==> config.mk <==
export PLATFORM = sky130hd
export DESIGN_NAME = i2cm_cmd_regs
export DESIGN_NICKNAME = d
export VERILOG_FILES = /design/src/rtl/i2cm_pkg.sv /design/src/rtl/i2cm_reg_file.sv /design/src/rtl/i2cm_sequencer.sv /design/src/rtl/i2cm_irq.sv /design/src/rtl/i2cm_cmd_regs.sv
export SDC_FILE = /design/constraint.sdc
export NUM_CORES = 1
export LEC_CHECK = 0
export BUFFER_PORTS_ARGS = -buffer_cell sky130_fd_sc_hd__buf_4
export CAP_MARGIN = 20
export CORE_UTILIZATION = 40
export DETAILED_ROUTE_END_ITERATION = 8
export SYNTH_ARGS = -nofsm -noshare
export SYNTH_HDL_FRONTEND = slang
export SYNTH_SLANG_ARGS = --single-unit
==> constraint.sdc <==
create_clock -name clk -period 2.49 [get_ports clk]
set_input_delay 0 -clock clk [delete_from_list [all_inputs] [get_ports clk]]
set_output_delay 0 -clock clk [all_outputs]
set_load 0.02 [all_outputs]
==> src/rtl/i2cm_pkg.sv <==
package i2cm_pkg;

  typedef enum logic [1:0] {
    OP_START = 2'd0,
    OP_WRITE = 2'd1,
    OP_READ  = 2'd2,
    OP_STOP  = 2'd3
  } i2c_op_e;

  localparam int OPS = 4;

  // control register bit positions
  localparam int CB_NACK  = 7;
  localparam int CB_START = 6;
  localparam int CB_STOP  = 5;
  localparam int CB_RD    = 4;
  localparam int CB_WR    = 3;
  localparam int CB_IACK  = 2;
  localparam int CB_IEN   = 1;

  // status register bit positions
  localparam int SB_RXNACK = 1;
  localparam int SB_BUSY   = 0;

  // register offsets
  localparam int RA_CTRL = 0;
  localparam int RA_STAT = 1;
  localparam int RA_DIVL = 2;
  localparam int RA_DIVH = 3;
  localparam int RA_TXD  = 4;
  localparam int RA_RXD  = 5;

  function automatic int ctrl_bit_of(input int op);
    case (op)
      0:       return CB_START;
      1:       return CB_WR;
      2:       return CB_RD;
      default: return CB_STOP;
    endcase
  endfunction

endpackage

==> src/rtl/i2cm_reg_file.sv <==
module i2cm_reg_file
  import i2cm_pkg::*;
#(
  parameter int DW = 8,
  parameter int AW = 3
) (
  input  logic            clk,
  input  logic            rst,
  input  logic            bus_sel,
  input  logic            bus_we,
  input  logic [AW-1:0]   bus_addr,
  input  logic [DW-1:0]   bus_wdata,
  input  logic [OPS-1:0]  pend,
  input  logic            busy,
  input  logic [DW-1:0]   rxd,
  input  logic            rxnack,
  output logic [DW-1:0]   bus_rdata,
  output logic [2*DW-1:0] clk_div,
  output logic [DW-1:0]   tx_data,
  output logic            ien,
  output logic            nack_sel,
  output logic            ctrl_wr,
  output logic            iack
);

  localparam int DIVW  = 2 * DW;
  localparam int LANES = DIVW / DW;

  logic            wr_en;
  logic            rd_en;
  logic [DIVW-1:0] div_q;
  logic [DW-1:0]   rd_mux;

  assign wr_en   = bus_sel & bus_we;
  assign rd_en   = bus_sel & ~bus_we;
  assign ctrl_wr = wr_en & (bus_addr == AW'(RA_CTRL));
  assign iack    = ctrl_wr & bus_wdata[CB_IACK];
  assign clk_div = div_q;

  // divider byte lanes, low lane at the lower offset
  for (genvar l = 0; l < LANES; l++) begin : g_div
    always_ff @(posedge clk) begin
      if (rst) begin
        div_q[l*DW +: DW] <= '1;
      end else if (wr_en && bus_addr == AW'(RA_DIVL + l)) begin
        div_q[l*DW +: DW] <= bus_wdata;
      end
    end
  end

  always_ff @(posedge clk) begin
    if (rst) begin
      ien      <= 1'b0;
      nack_sel <= 1'b0;
      tx_data  <= '0;
    end else begin
      if (ctrl_wr) begin
        ien      <= bus_wdata[CB_IEN];
        nack_sel <= bus_wdata[CB_NACK];
      end
      if (wr_en && bus_addr == AW'(RA_TXD)) begin
        tx_data <= bus_wdata;
      end
    end
  end

  always_comb begin
    rd_mux = '0;
    case (int'(bus_addr))
      RA_CTRL: begin
        rd_mux[CB_NACK]  = nack_sel;
        rd_mux[CB_START] = pend[OP_START];
        rd_mux[CB_STOP]  = pend[OP_STOP];
        rd_mux[CB_RD]    = pend[OP_READ];
        rd_mux[CB_WR]    = pend[OP_WRITE];
        rd_mux[CB_IEN]   = ien;
      end
      RA_STAT: begin
        rd_mux[SB_RXNACK] = rxnack;
        rd_mux[SB_BUSY]   = busy;
      end
      RA_DIVL: rd_mux = div_q[DW-1:0];
      RA_DIVH: rd_mux = div_q[DIVW-1:DW];
      RA_TXD:  rd_mux = tx_data;
      RA_RXD:  rd_mux = rxd;
      default: rd_mux = '0;
    endcase
  end

  always_ff @(posedge clk) begin
    if (rst) begin
      bus_rdata <= '0;
    end else if (rd_en) begin
      bus_rdata <= rd_mux;
    end
  end

endmodule

==> src/rtl/i2cm_sequencer.sv <==
module i2cm_sequencer
  import i2cm_pkg::*;
#(
  parameter int DW = 8
) (
  input  logic           clk,
  input  logic           rst,
  input  logic           ctrl_wr,
  input  logic [DW-1:0]  wdata,
  input  logic [DW-1:0]  tx_data,
  input  logic           eng_done,
  input  logic [DW-1:0]  eng_rx_byte,
  input  logic           eng_rx_nack,
  output logic           eng_req,
  output i2c_op_e        eng_op,
  output logic [DW-1:0]  shift_q,
  output logic [OPS-1:0] pend,
  output logic           busy,
  output logic [DW-1:0]  rxd_q,
  output logic           rxnack_q,
  output logic           finish
);

  logic [OPS-1:0] set_v;
  logic [OPS-1:0] clr_v;
  logic           step_done;
  logic           any_pend;
  i2c_op_e        pick;

  assign step_done = eng_req & eng_done;
  assign any_pend  = |pend;
  assign busy      = any_pend | eng_req;
  assign finish    = step_done & ((pend & ~clr_v) == '0);

  // one pending flag per step
  for (genvar g = 0; g < OPS; g++) begin : g_cmd
    localparam int CB = ctrl_bit_of(g);
    assign set_v[g] = ctrl_wr & wdata[CB];
    assign clr_v[g] = step_done & (eng_op == i2c_op_e'(g));
    always_ff @(posedge clk) begin
      if (rst) begin
        pend[g] <= 1'b0;
      end else begin
        pend[g] <= (pend[g] & ~clr_v[g]) | set_v[g];
      end
    end
  end

  // fixed priority: start, write, read, stop
  always_comb begin
    pick = OP_STOP;
    if (pend[OP_START])      pick = OP_START;
    else if (pend[OP_WRITE]) pick = OP_WRITE;
    else if (pend[OP_READ])  pick = OP_READ;
  end

  always_ff @(posedge clk) begin
    if (rst) begin
      eng_req <= 1'b0;
      eng_op  <= OP_START;
    end else if (!eng_req) begin
      if (any_pend) begin
        eng_req <= 1'b1;
        eng_op  <= pick;
      end
    end else if (eng_done) begin
      eng_req <= 1'b0;
    end
  end

  always_ff @(posedge clk) begin
    if (rst) begin
      shift_q  <= '0;
      rxd_q    <= '0;
      rxnack_q <= 1'b0;
    end else begin
      if (set_v[OP_WRITE]) shift_q <= tx_data;
      if (clr_v[OP_READ]) rxd_q <= eng_rx_byte;
      if (clr_v[OP_READ] || clr_v[OP_WRITE]) rxnack_q <= eng_rx_nack;
    end
  end

endmodule

==> src/rtl/i2cm_irq.sv <==
module i2cm_irq (
  input  logic clk,
  input  logic rst,
  input  logic ien,
  input  logic finish,
  input  logic iack,
  output logic irq
);

  always_ff @(posedge clk) begin
    if (rst) begin
      irq <= 1'b0;
    end else if (finish && ien) begin
      irq <= 1'b1;
    end else if (iack) begin
      irq <= 1'b0;
    end
  end

endmodule

==> src/rtl/i2cm_cmd_regs.sv <==
module i2cm_cmd_regs
  import i2cm_pkg::*;
#(
  parameter int DW = 8,
  parameter int AW = 3
) (
  input  logic            clk,
  input  logic            rst,
  input  logic            bus_sel,
  input  logic            bus_we,
  input  logic [AW-1:0]   bus_addr,
  input  logic [DW-1:0]   bus_wdata,
  output logic [DW-1:0]   bus_rdata,
  output logic [2*DW-1:0] clk_div,
  output logic            eng_req,
  output logic [1:0]      eng_op,
  output logic [DW-1:0]   eng_tx_byte,
  output logic            eng_nack,
  input  logic            eng_done,
  input  logic [DW-1:0]   eng_rx_byte,
  input  logic            eng_rx_nack,
  output logic            irq
);

  logic [OPS-1:0] pend_w;
  logic           busy_w;
  logic [DW-1:0]  rxd_w;
  logic           rxnack_w;
  logic [DW-1:0]  tx_data_w;
  logic           ien_q;
  logic           nack_w;
  logic           ctrl_wr_w;
  logic           iack_w;
  logic           finish_w;
  i2c_op_e        op_w;

  assign eng_op   = op_w;
  assign eng_nack = nack_w;

  i2cm_reg_file #(.DW(DW), .AW(AW)) u_regs (
    .clk       (clk),
    .rst       (rst),
    .bus_sel   (bus_sel),
    .bus_we    (bus_we),
    .bus_addr  (bus_addr),
    .bus_wdata (bus_wdata),
    .pend      (pend_w),
    .busy      (busy_w),
    .rxd       (rxd_w),
    .rxnack    (rxnack_w),
    .bus_rdata (bus_rdata),
    .clk_div   (clk_div),
    .tx_data   (tx_data_w),
    .ien       (ien_q),
    .nack_sel  (nack_w),
    .ctrl_wr   (ctrl_wr_w),
    .iack      (iack_w)
  );

  i2cm_sequencer #(.DW(DW)) u_seq (
    .clk         (clk),
    .rst         (rst),
    .ctrl_wr     (ctrl_wr_w),
    .wdata       (bus_wdata),
    .tx_data     (tx_data_w),
    .eng_done    (eng_done),
    .eng_rx_byte (eng_rx_byte),
    .eng_rx_nack (eng_rx_nack),
    .eng_req     (eng_req),
    .eng_op      (op_w),
    .shift_q     (eng_tx_byte),
    .pend        (pend_w),
    .busy        (busy_w),
    .rxd_q       (rxd_w),
    .rxnack_q    (rxnack_w),
    .finish      (finish_w)
  );

  i2cm_irq u_irq (
    .clk    (clk),
    .rst    (rst),
    .ien    (ien_q),
    .finish (finish_w),
    .iack   (iack_w),
    .irq    (irq)
  );

endmodule

==> results of run 1 <==
-- final timing paths --
| kind | start | endpoint | slack, ns | depth (start not counted) |
|---|---|---|---|---|
| min | rst | u_seq.rxnack_q | 0.07 | 2 |
| min reg2reg | u_seq.rxd_q[0] | u_seq.rxd_q[0] | 0.46 | 2 |
| max reg2reg | u_seq.eng_req | u_seq.rxd_q[7] | 0.90 | 4 |
| max | u_seq.eng_req | u_seq.rxd_q[7] | 0.90 | 4 |
-- critical path: stages (launching register included) --
cell and delay [ns]:
dfxtp_1 0.47, nand2_1 0.22, nor3b_2 0.59, nand2_1 0.12, a21oi_1 0.13
-- layout make-up --
type,instances,share of cell area [%]
clock buffer,10,3.74
clock inverter,6,2.35
inverter,4,0.440
multi-input combinational,202,37.3
sequential,59,34.6
tap,75,2.75
timing repair buffer,80,18.8
-- layout by cell type (no fill, tap or decap), drive strengths merged, types with 2 or more instances in the layout --
| master | count |
|---|---|
| buf | 63 |
| dfxtp | 59 |
| nand2 | 41 |
| mux2i | 39 |
| nor2 | 39 |
| a21oi | 22 |
| dlygate4sd3 | 17 |
| o21ai | 13 |
| clkbuf | 10 |
| clkinv | 5 |
| nor2b | 4 |
| inv | 3 |
| a221oi | 3 |
| a211oi | 3 |
| o32ai | 3 |
| o221ai | 3 |
| a22oi | 3 |
| o22ai | 2 |
| nand3 | 2 |
| mux2 | 2 |
| o22a | 2 |
| bufinv | 2 |
-- layer usage --
| metal | global-route usage, % | vias up | wire length (microns) |
|---|---|---|---|
| li1 | - | 1146 | - |
| met1 | 29.5 | 1088 | 3200 |
| met2 | 35.5 | 57 | 3350 |
| met3 | 4.51 | 6 | 302 |
| met4 | 10.0 | 0 | 59 |
| met5 | 0 | - | 0 |
-- kinds of logic after synthesis --
group / share of synthesized area, %
multiplexers: 16.1
buffers and inverters: 4.39
flip-flops: 46.0
XOR/XNOR: 0.341
AO/OA/AOI/OAI: 14.8
AND/OR/NAND/NOR: 18.4
-- power breakdown --
part           internal, W  total [W]  switching (W)
combinational    0.0000938   0.000200       0.000106
clock             0.000556   0.000928       0.000372
sequential        0.000960   0.000974      0.0000145
total              0.00161    0.00210       0.000493
-- flip-flops by register name (all words and copies together), names as in the netlist --
name              cells
u_seq.rxnack_q        1
u_regs.nack_sel       1
u_seq.pend            4
u_regs.tx_data        8
u_regs.ien            1
u_regs.bus_rdata      8
u_regs.clk_div       16
u_seq.rxd_q           8
u_seq.shift_q         8
u_irq.irq             1
u_seq.eng_req         1
u_seq.eng_op          2
-- repair_timing --
item / 4_1_cts / 5_1_grt
setup endpoints to repair: 0 / 0
endpoints found under the hold margin: 38 / 0
hold buffers: 17 / 0
-- metrics by stage --
stage	hold slack [ns]	cell area, sq um	setup WS [ns]	utilization, %	power, W
3_3_place_gp	0.240	3040	0.901	50.1	0.00117
6_report	0.0690	3410	0.901	56.3	0.00210
4_1_cts	0.0510	3410	0.874	56.3	0.00212
3_5_place_dp	0.248	3040	0.884	50.1	0.00117
2_1_floorplan	0.128	2570	1.03	-	0.00109
5_1_grt	0.0682	3410	0.689	56.3	0.00219
==> results.py, run 1 <==
metrics = {
    "floorplan": {
        "initial_core_util_pct": 42.4,
        "die_x_microns": 82.1,
        "num_io_pins": 62,
        "die_h_microns": 82.1,
        "fp-row-count": 28,
        "core_area_sq_um": 6060,
        "die-area_sq_um": 6740,
    },
    "run": {
        "cap_violations": 0,
    },
    "synthesis": {
        "yosysMostFrequentCell": "dfxtp_1",
        "synth_edf_count": 0,
        "ys.warnings.count": 0,
        "synth-seq-cells": 59,
        "synth_cells": 284,
        "postSynthNetCount": 309,
        "netlist.top_cell.by_area": "dfxtp_1",
        "syn_area_sq_um": 2570,
        "dominantRegCellSynth": "dfxtp_1",
        "syn-mean-instance-area_sq_um": 9.04,
        "yosys.area.top_type_share_pct": 46.0,
        "synthArstFlopShare_pct": 0,
        "ys_top_cells_by_count": "59 x dfxtp_1, 41 x nand2_1, 39 x mux2i_1, 39 x nor2_1, 22 x a21oi_1",
        "synth.distinct_cells": 45,
        "seq_area_frac_synth_pct": 46.0,
        "synth.top_cells.by_area": "dfxtp_1 46%, mux2i_1 15%, nand2_1 6.0%, nor2_1 5.7%, a21oi_1 4.3%",
    },
    "detailed_routing": {
        "drc_errors": 0,
        "avgRoutedWirePerCell_microns": 15.9,
        "num_vias": 2297,
        "viasPerCell": 5.27,
        "dr.pass1.iters": 4,
        "ant_nets": 0,
        "routed_wirelength_microns": 6920,
        "drtIter0Drc": 118,
    },
    "cts": {
        "post_cts_buffers": 0,
        "cts_root_buf": "clkbuf_8",
        "postCtsResizedCells": 0,
        "cts_max_level": 3,
        "cts_made_buffers": 9,
        "ctsLongestPathBuffers": 2,
        "cts_tree": "done",
        "cts_sinks": 59,
        "clkTransAtPathRegs_ns": 0.06,
        "worstSkewPairLatency_ns": 0.33,
    },
    "finish": {
        "layout-drive-gt1-share_pct": 23.8,
        "seqCellArea_sq_um": 1180,
        "nNetsFinal": 381,
        "antenna_cells": 0,
        "multi_input_area_sq_um": 1270,
        "nFillCells": 579,
        "final_cells": 436,
        "syn_to_final_growth_pct": 33.0,
    },
    "timing": {
        "tns_ns": 0,
        "skew_ns": 0.00600,
        "fin_crit_sh_pct": 63.8,
        "slew_headroom_pct": 55.4,
        "slew_violations": 0,
        "final_hold_viol_count": 0,
        "rsz0062_at_grt": "false",
        "max_freq_mhz": 630,
        "fin_crit_ns": 1.59,
        "worstMarginPinSlew_ns": 0.665,
        "setup_viol": 0,
    },
    "grt": {
        "overflow": 0,
        "grt_pass1_wl_microns": 11100,
        "grtUsageTotal_pct": 22.5,
        "grt_pass1_vias": 2209,
        "grt_antenna_before_repair": 0,
        "grt_max_degree": 36,
    },
    "worst_setup_path": {
        "cp.arrival_ns": 1.85,
        "path_max_fanout": 9,
        "endpoint_kind": "flip-flop",
        "worst_setup_path_start_kind": "flip-flop",
        "critPathRequiredTime_ns": 2.75,
        "timing_worst_setup_path_type": "flip-flop to flip-flop",
    },
    "placement": {
        "hpwl_microns": 4690,
        "place_inst": 403,
        "place_congestion": 0.794,
        "numPortBuffers": 61,
    },
    "hold_path": {
        "holdCritPathClass": "input pin to flip-flop",
    },
    "status": {
        "status": "complete, no violations",
    },
    "power": {
        "power.density_nw_per_um2": 616,
        "p_leak_nw": 1.48,
        "ir_drop_uv": 380,
    },
}
(Power assumes the default switching activity.)
==> run 2, diff against run 1 <==
Clock period 2.49 ns to 1.3 ns, I/O delays scaled along.
==> results.py, run 2 (same netlist as run 1, synthesis figures left out) <==
metrics = {
    "timing": {
        "holdWs_ns": 0.0797,
        "fin_crit_sh_pct": 99.0,
        "max_freq_mhz": 777,
        "slew_violations": 0,
        "fin_crit_ns": 1.29,
        "worstMarginPinSlew_ns": 0.342,
        "tns_ns": 0,
        "final_hold_viol_count": 0,
        "rsz0062_at_grt": "true",
        "skew_ns": 0.00881,
        "slew_headroom_pct": 77.1,
        "setup_viol": 0,
    },
    "finish": {
        "antenna_cells": 0,
        "final_cell_mix": "82 x buf_4, 57 x dfxtp_1, 40 x nand2_1, 39 x mux2i_1, 39 x nor2_1",
        "nNetsFinal": 402,
        "final_core_util_pct": 59.2,
        "layout-drive-gt1-share_pct": 28.5,
        "syn_to_final_growth_pct": 39.7,
        "nFillCells": 583,
        "final_cells": 457,
        "mostFrequentLayoutCell": "buf_4",
        "largest_reg_flops": 16,
    },
    "worst_setup_path": {
        "critPathLaunch": "u_seq.pend[3]",
        "crit_path_top_delay_cell": "or4_1",
        "worst_setup_path_start_kind": "flip-flop",
        "timing_worst_setup_path_type": "flip-flop to flip-flop",
        "path_max_fanout": 2,
        "cpPeakStageDelay_ns": 0.43,
        "crit_path_cell_trace": "or2_4 > or4_1 > a31oi_1 > nor2_1",
        "r2r_start": "u_seq.pend[3]",
        "endpoint_kind": "flip-flop",
        "critPathRequiredTime_ns": 1.53,
        "reg2reg_depth": 4,
        "worstReg2RegEnd": "u_regs.bus_rdata[0]",
        "ff2ff_setup_slack_ns": 0.01,
        "endpoint": "u_regs.bus_rdata[0]",
        "cp.arrival_ns": 1.52,
    },
    "floorplan": {
        "die_x_microns": 82.1,
        "die-area_sq_um": 6740,
        "fp-row-count": 28,
        "initial_core_util_pct": 42.4,
        "die_h_microns": 82.1,
        "num_io_pins": 62,
        "core_area_sq_um": 6060,
    },
    "power": {
        "power_w": 0.00394,
        "power.switching_w": 0.000971,
        "p_int_w": 0.00297,
        "p_leak_nw": 1.58,
        "clkPwrFrac_pct": 42.1,
        "ir_drop_uv": 937,
        "p_seq_share_pct": 47.3,
        "power.density_nw_per_um2": 1100,
        "p_comb_share_pct": 10.6,
        "switching_share_pct": 24.7,
    },
    "grt": {
        "busiest_layer": "met2",
        "use_met2_pct": 37.9,
        "overflow": 0,
        "grt_pass1_vias": 2193,
        "grt_use_met3_pct": 6.81,
        "met1_usage_pct": 29.0,
        "grt_max_degree": 31,
        "grt_pass1_wl_microns": 11200,
        "grtUsageTotal_pct": 23.1,
        "grt_antenna_before_repair": 0,
    },
    "detailed_routing": {
        "dr.pass1.iters": 4,
        "drtIter0Drc": 130,
        "viasPerCell": 5.20,
        "num_vias": 2378,
        "avgRoutedWirePerCell_microns": 15.5,
        "routed_wirelength_microns": 7090,
        "drc_errors": 0,
        "ant_nets": 0,
    },
    "status": {
        "status": "complete, no violations",
    },
    "cts": {
        "post_cts_buffers": 0,
        "ctsLongestPathBuffers": 2,
        "cts_max_level": 3,
        "worstSkewPairLatency_ns": 0.34,
        "cts_tree": "done",
        "clkTransAtPathRegs_ns": 0.07,
        "cts_root_buf": "clkbuf_8",
        "cts_made_buffers": 9,
        "cts_sinks": 59,
    },
    "placement": {
        "place_inst": 423,
        "numPortBuffers": 61,
        "hpwl_microns": 4980,
        "place_congestion": 0.796,
    },
    "hold_path": {
        "holdCritPathClass": "input pin to flip-flop",
    },
    "run": {
        "cap_violations": 0,
    },
}
## run 2: layer usage
metal,up-vias,wire [microns]
met3,2,406
li1,1185,-
met1,1127,3190
met4,0,23
met2,64,3470
met5,-,0
## run 2: critical path, delay by kind of cell, from the launching register on
kind	cells	cell delay, ns
AND/OR/NAND/NOR	3	0.73
flip-flops	1	0.31
AO/OA/AOI/OAI	1	0.15
## run 2: power groups by stage
stage               sequential, W  clock, W  combinational [W]
finish                    0.00186   0.00166           0.000416
global route              0.00187   0.00177           0.000451
detailed placement        0.00190         0           0.000370
global placement          0.00190         0           0.000369
CTS                       0.00186   0.00169           0.000415
floorplan                 0.00192         0           0.000172
## run 2: what timing repair did
action	4_1_cts	5_1_grt
resized for setup	0	3
hold endpoints to repair	38	0
pin swaps	1	1
endpoints found under the setup margin	1	11
hold buffers	18	0
## run 2: how the worst min path moves through the flow
stage	start	end	slack, ns	cells past startpoint
after floorplan	bus_wdata[0]	u_regs.clk_div[0]	0.13	2
after global routing	bus_addr[0]	u_regs.clk_div[12]	0.09	3
after CTS	bus_addr[0]	u_regs.clk_div[12]	0.07	3
after global placement	rst	u_seq.rxd_q[7]	0.21	2
after detailed placement	rst	u_seq.rxd_q[3]	0.22	2
final	bus_addr[0]	u_regs.clk_div[12]	0.08	3
## run 2: per-stage QoR
step	instance area (sq um)	setup slack, ns
floorplan	2580	-0.0514
global placement	3200	0.0133
detailed placement	3200	-0.0213
CTS	3580	0.0112
global route	3590	-0.0476
finish	3590	0.0133
## run 2: final cells by class
type                       count  area [sq um]  area share (%)
multi-input combinational    202          1280            35.8
sequential                    59          1180            33.0
timing repair buffer         101           816            22.7
clock buffer                  11           141            3.94
tap                           75          93.8            2.62
clock inverter                 5          52.6            1.46
inverter                       4          15.0           0.419
